--- config.mk ---
export PLATFORM = sky130hd
export DESIGN_NAME = clkStopOut
export DESIGN_NICKNAME = d
export VERILOG_FILES = /design/src/rtl/clk_stop_pkg.sv /design/src/rtl/clkStopSync.sv /design/src/rtl/clkOutPath.sv /design/src/rtl/clkStopCtrl.sv /design/src/rtl/clkStopOut.sv
export SDC_FILE = /design/constraint.sdc
export NUM_CORES = 1
export LEC_CHECK = 0
export BUFFER_PORTS_ARGS = -buffer_cell sky130_fd_sc_hd__buf_4
export CORE_AREA = 2 2 39 41
export DETAILED_ROUTE_END_ITERATION = 6
export DIE_AREA = 0 0 41 43
export PLACE_DENSITY = 0.57
export SLEW_MARGIN = 20
export SYNTH_ARGS = -nofsm -noshare
export SYNTH_HDL_FRONTEND = slang
export SYNTH_SLANG_ARGS = --single-unit
--- constraint.sdc ---
create_clock -name clk -period 3.3 [get_ports clk]
set_input_delay 0.165 -clock clk [delete_from_list [all_inputs] [get_ports clk]]
set_output_delay 0.165 -clock clk [all_outputs]
set_load 0.01 [all_outputs]
--- src/rtl/clk_stop_pkg.sv ---
package clk_stop_pkg;
  localparam int SEL_W      = 3;
  localparam int SRC_COUNT  = 4;
  localparam int SRC_IDX_W  = $clog2(SRC_COUNT);

  localparam logic [SEL_W-1:0] SEL_CORE  = 3'd0;
  localparam logic [SEL_W-1:0] SEL_INSTR = 3'd1;
  localparam logic [SEL_W-1:0] SEL_SEQ   = 3'd2;
  localparam logic [SEL_W-1:0] SEL_REF   = 3'd3;
  localparam logic [SEL_W-1:0] SEL_LOW   = 3'd4;
  localparam logic [SEL_W-1:0] SEL_HIGH  = 3'd5;

  typedef struct packed {
    logic run;
    logic toggle;
    logic forceLow;
    logic forceHigh;
  } outStrobe_t;
endpackage

--- src/rtl/clkStopSync.sv ---
module clkStopSync #(
  parameter int STAGES = 2
) (
  input  logic clk,
  input  logic rstN,
  input  logic d,
  output logic q
);
  logic [STAGES-1:0] chain;

  generate
    if (STAGES == 1) begin : gOne
      always_ff @(posedge clk) begin
        if (!rstN) chain <= '0;
        else       chain <= d;
      end
    end else begin : gMany
      always_ff @(posedge clk) begin
        if (!rstN) chain <= '0;
        else       chain <= {chain[STAGES-2:0], d};
      end
    end
  endgenerate

  assign q = chain[STAGES-1];
endmodule

--- src/rtl/clkOutPath.sv ---
module clkOutPath
  import clk_stop_pkg::*;
#(
  parameter int SLOW_SRCS = 3
) (
  input  logic                 clk,
  input  logic                 rstN,
  input  logic                 mainTick,
  input  logic                 ringTick,
  input  logic                 slowMode,
  input  logic                 instrTick,
  input  logic                 seqTick,
  input  logic                 refTick,
  input  outStrobe_t           strobe,
  output logic [SRC_COUNT-1:0] srcTick,
  output logic                 baseTick,
  output logic                 coreEn,
  output logic                 clkOut
);
  logic [SRC_COUNT-1:0] rawTick;
  assign rawTick = {refTick, seqTick, instrTick, mainTick};

  // Sources below SLOW_SRCS fall back to the ring strobe in slow mode.
  generate
    for (genvar g = 0; g < SRC_COUNT; g++) begin : gSrc
      if (g < SLOW_SRCS) begin : gSlow
        assign srcTick[g] = slowMode ? ringTick : rawTick[g];
      end else begin : gFixed
        assign srcTick[g] = rawTick[g];
      end
    end
  endgenerate

  assign baseTick = srcTick[0];
  assign coreEn   = baseTick & strobe.run;

  always_ff @(posedge clk) begin
    if (!rstN)                 clkOut <= 1'b0;
    else if (strobe.forceHigh) clkOut <= 1'b1;
    else if (strobe.forceLow)  clkOut <= 1'b0;
    else if (strobe.toggle)    clkOut <= ~clkOut;
  end
endmodule

--- src/rtl/clkStopCtrl.sv ---
module clkStopCtrl
  import clk_stop_pkg::*;
#(
  parameter int SYNC_STAGES = 2
) (
  input  logic                 clk,
  input  logic                 rstN,
  input  logic                 stopPinN,
  input  logic                 stopBit,
  input  logic [SEL_W-1:0]     outSel,
  input  logic [SRC_COUNT-1:0] srcTick,
  input  logic                 baseTick,
  input  logic                 clkOut,
  output outStrobe_t           strobe
);
  logic stopRaw;
  logic stopSync;
  logic halted;
  logic [SEL_W-1:0] activeSel;
  logic pending;
  logic switchNow;

  assign stopRaw = ~stopPinN | stopBit;

  clkStopSync #(.STAGES(SYNC_STAGES)) u_stopSync (
    .clk  (clk),
    .rstN (rstN),
    .d    (stopRaw),
    .q    (stopSync)
  );

  // The halt is latched only on a base tick, so no partial core cycle.
  always_ff @(posedge clk) begin
    if (!rstN)         halted <= 1'b0;
    else if (baseTick) halted <= stopSync;
  end

  assign pending   = (outSel != activeSel);
  assign switchNow = pending & ~clkOut;

  always_ff @(posedge clk) begin
    if (!rstN)          activeSel <= SEL_CORE;
    else if (switchNow) activeSel <= outSel;
  end

  always_comb begin
    strobe           = '0;
    strobe.run       = ~halted;
    if (switchNow) begin
      strobe.forceLow = 1'b1;
    end else begin
      case (activeSel)
        SEL_CORE, SEL_INSTR, SEL_SEQ, SEL_REF:
          strobe.toggle = srcTick[activeSel[SRC_IDX_W-1:0]];
        SEL_HIGH: begin
          if (pending) strobe.forceLow  = 1'b1;
          else         strobe.forceHigh = 1'b1;
        end
        default:
          strobe.forceLow = 1'b1;
      endcase
    end
  end

  AST_HALT_HOLDS: assert property (@(posedge clk) disable iff (!rstN)
    (halted && stopSync) |=> halted);
  AST_RUN_HOLDS: assert property (@(posedge clk) disable iff (!rstN)
    (!halted && !stopSync) |=> !halted);
  AST_HALT_AT_TICK: assert property (@(posedge clk) disable iff (!rstN)
    !$stable(halted) |-> $past(baseTick));
  AST_SEL_SWITCH_LOW: assert property (@(posedge clk) disable iff (!rstN)
    (activeSel != $past(activeSel)) |-> !$past(clkOut));
  AST_CONST_LOW: assert property (@(posedge clk) disable iff (!rstN)
    $past(activeSel == SEL_LOW || activeSel > SEL_HIGH) |-> !clkOut);
  AST_CONST_HIGH: assert property (@(posedge clk) disable iff (!rstN)
    $past(activeSel == SEL_HIGH && outSel == SEL_HIGH) |-> clkOut);
endmodule

--- src/rtl/clkStopOut.sv ---
module clkStopOut
  import clk_stop_pkg::*;
#(
  parameter int SYNC_STAGES = 2,
  parameter int SLOW_SRCS   = 3
) (
  input  logic             clk,
  input  logic             rstN,
  input  logic             mainTick,
  input  logic             ringTick,
  input  logic             slowMode,
  input  logic             instrTick,
  input  logic             seqTick,
  input  logic             refTick,
  input  logic             stopPinN,
  input  logic             stopBit,
  input  logic [SEL_W-1:0] outSel,
  output logic             coreEn,
  output logic             clkOut
);
  outStrobe_t           strobe;
  logic [SRC_COUNT-1:0] srcTick;
  logic                 baseTick;

  clkStopCtrl #(.SYNC_STAGES(SYNC_STAGES)) u_ctrl (
    .clk      (clk),
    .rstN     (rstN),
    .stopPinN (stopPinN),
    .stopBit  (stopBit),
    .outSel   (outSel),
    .srcTick  (srcTick),
    .baseTick (baseTick),
    .clkOut   (clkOut),
    .strobe   (strobe)
  );

  clkOutPath #(.SLOW_SRCS(SLOW_SRCS)) u_path (
    .clk       (clk),
    .rstN      (rstN),
    .mainTick  (mainTick),
    .ringTick  (ringTick),
    .slowMode  (slowMode),
    .instrTick (instrTick),
    .seqTick   (seqTick),
    .refTick   (refTick),
    .strobe    (strobe),
    .srcTick   (srcTick),
    .baseTick  (baseTick),
    .coreEn    (coreEn),
    .clkOut    (clkOut)
  );
endmodule

==> impl_metrics.env <==
export IMPL_vdd_drop_max_mv=0.157
export IMPL_portBuffers=14
export IMPL_setup_viol=0
export IMPL_cts_tree="done"
export IMPL_drt_iter0_drc=5
export IMPL_power_frac_seq_pct=44.5
export IMPL_num_rows=14
export IMPL_cts_max_level=1
export IMPL_arrival_ns=1.60
export IMPL_hold_ws_ns=0.0955
export IMPL_hold_class="input port to register"
export IMPL_drtPass1Iterations=2
export IMPL_clk_path_buf_depth=2
export IMPL_final_setup_worst_slack_ns=1.91
export IMPL_yosysMostFrequentCell="dfxtp_1"
export IMPL_required_ns=3.51
export IMPL_timing_hold_violations_final=0
export IMPL_cp_cell_sequence="or3b_2, nor4_1, o21ai_1, or3b_1"
export IMPL_synth_top_area_cell="dfxtp_1"
export IMPL_synth_common_cells="dfxtp_1 (7), mux2i_1 (6), nor2b_1 (5)"
export IMPL_swShare_pct=25.2
export IMPL_synth_async_reset_ratio_pct=0
export IMPL_place_gp_congestion=0.676
export IMPL_placed_area_um2=508
export IMPL_die_w_um=41
export IMPL_max_slew_margin_rel_pct=82.4
export IMPL_ff2ff_setup_slack_ns=1.91
export IMPL_yosysWarnings=0
export IMPL_start_util_pct=28.0
export IMPL_synth_cell_types=20
export IMPL_ys_seq_elements=7
export IMPL_grt_pass1_wl_mm=1.11
export IMPL_ctsHoldBuffers=0
export IMPL_slew_violations=0
export IMPL_p_sw_uw=53.6
export IMPL_maxCapViolCount=0
export IMPL_cts_setup_buffers=0
export IMPL_crit_fanout=6
export IMPL_rsz0062_at_grt="no"
export IMPL_pin_count=15
export IMPL_outcome="completed"
export IMPL_power_internal_uw=159
export IMPL_worstSetupEndpointType="register"
export IMPL_p_leak_nw=0.247
export IMPL_fin_worst_skew_ns=0.00543
export IMPL_vias_per_cell=4.69
export IMPL_core_um2=1380
export IMPL_power_density_nw_per_um2=398
export IMPL_num_nets_final=70
export IMPL_routed_wl_um=750
export IMPL_grt_max_degree=10
export IMPL_slowest_delay_ns=0.49
export IMPL_crit_slowest_cell="or3b_2"
export IMPL_synthTopCellsByArea="dfxtp_1 (36%), mux2i_1 (15%), nor2b_1 (8.1%)"
export IMPL_vias=338
export IMPL_pwr_share_clk_pct=38.0
export IMPL_syn_inst=39
export IMPL_critPathKind="register to register"
export IMPL_synth_ff_type="dfxtp_1"
export IMPL_die_area_um2=1760
export IMPL_clk_pin_slew_ns=0.06
export IMPL_fin_crit_ns=1.39
export IMPL_synth_fp_nets=52
export IMPL_synth_edf_count=0
export IMPL_antenna_found_initial=0
export IMPL_postSynthAreaPerCell_um2=9.95
export IMPL_place_hpwl_um=568
export IMPL_power_total_uw=213
export IMPL_grt_pass1_vias=300
export IMPL_fmax_mhz=720
export IMPL_synth_top_cell_area_share_pct=36.1
export IMPL_drc=0
export IMPL_stdcell_area_um2=534
export IMPL_ctsResizeCount=0
export IMPL_worst_slew_pin_slew_ns=0.261
export IMPL_area_delta_synth_final_pct=37.7
export IMPL_die_h_um=43
export IMPL_n_antenna_cell=0
export IMPL_overflow=0
export IMPL_layout_worst_path_cycle_share_pct=42.1
export IMPL_start_kind="register"
export IMPL_cts_made_buffers=3
export IMPL_pwr_share_comb_pct=17.5
export IMPL_grt_util_all_layers_pct=9.86
export IMPL_preCtsSetupSlack_ns=1.91
export IMPL_nFillCells=146
export IMPL_root_buffer="clkbuf_4"
export IMPL_avgRoutedWirePerCell_um=10.4
export IMPL_syn_area_um2=388
export IMPL_synth_seq_area_share_pct=36.1
export IMPL_ant_nets=0
export IMPL_drive_above_1_share_pct=35.7
export IMPL_worstSkewPairLatency_ns=0.26
export IMPL_clock_sinks=7
export IMPL_tns_ns=0
## metal layers
layer  track usage [%]  vias to the layer above  wire length, µm
li1                  -                      171                -
met1              10.4                      152              335
met2              14.1                       13              326
met3              3.14                        2               66
met4              10.0                        0               21
met5                 0                        -                0
## logic make-up (layout without fill, tap and decap cells)
logic type                count (synthesis)  after routing  share of synthesized area [%]
DFF                                       7              7                           36.1
buffers and inverters                     3             20                           3.23
xor gates and xnor gates                  3              3                           6.78
and+or+nand+nor                          15             15                           25.5
AOI/OAI and AO/OA                         4              4                           9.03
muxes                                     7              7                           19.4
## cell usage in the layout, fill, tap and decap left out
master	count
nor2_1	1
nor3_1	1
and2_1	1
nand2b_1	1
a211oi_2	1
nand4b_1	1
clkbuf_1	1
nor4_1	2
mux2i_1	6
o211a_1	1
o21ai_1	1
mux2_4	1
dfxtp_1	7
clkbuf_4	3
or3b_2	1
xor2_1	3
or3b_1	1
inv_1	2
buf_4	14
a21boi_0	1
nor2b_1	5
nand3b_1	1
## state kept, by name, summed over array words and instances (netlist names)
name                     cells
u_ctrl.activeSel             3
u_ctrl.halted                1
u_ctrl.u_stopSync.chain      2
u_path.clkOut                1
## worst max-delay path: cells and delay by family (launching register included)
kind | cells | cell delay [ns]
compound gates | 1 | 0.10
simple gates | 3 | 0.86
flops | 1 | 0.38
## power groups by stage
stage | Clock [mW] | Sequential [mW] | Combinational (mW)
after floorplan | 0 | 0.0947 | 0.0203
after global placement | 0 | 0.0963 | 0.0373
after detailed placement | 0 | 0.0964 | 0.0375
after CTS | 0.0833 | 0.0946 | 0.0378
after global routing | 0.0853 | 0.0954 | 0.0404
final | 0.0807 | 0.0946 | 0.0373
## stage by stage
step	util [%]	std cells
after global routing	38.6	72
final	38.6	72
after detailed placement	36.7	68
after CTS	38.6	72
after floorplan	-	39
after global placement	36.7	68
## cell type report
| class | instances | area (µm²) | area share [%] |
|---|---|---|---|
| Tap cell | 16 | 20.0 | 3.75 |
| Sequential cell | 7 | 140 | 26.2 |
| Inverter | 2 | 7.51 | 1.41 |
| Timing Repair Buffer | 14 | 105 | 19.7 |
| Clock buffer | 4 | 26.3 | 4.92 |
| Multi-Input combinational cell | 29 | 235 | 44.0 |
## final timing paths
| kind | from | endpoint | depth (start not counted) |
|---|---|---|---|
| setup reg to reg | u_path.clkOut | u_path.clkOut | 4 |
| setup / recovery | u_path.clkOut | u_path.clkOut | 4 |
| hold reg to reg | u_ctrl.u_stopSync.chain[0] | u_ctrl.u_stopSync.chain[1] | 1 |
| hold / removal | stopPinN | u_ctrl.u_stopSync.chain[0] | 2 |
Power figures use the tool's default switching activity.
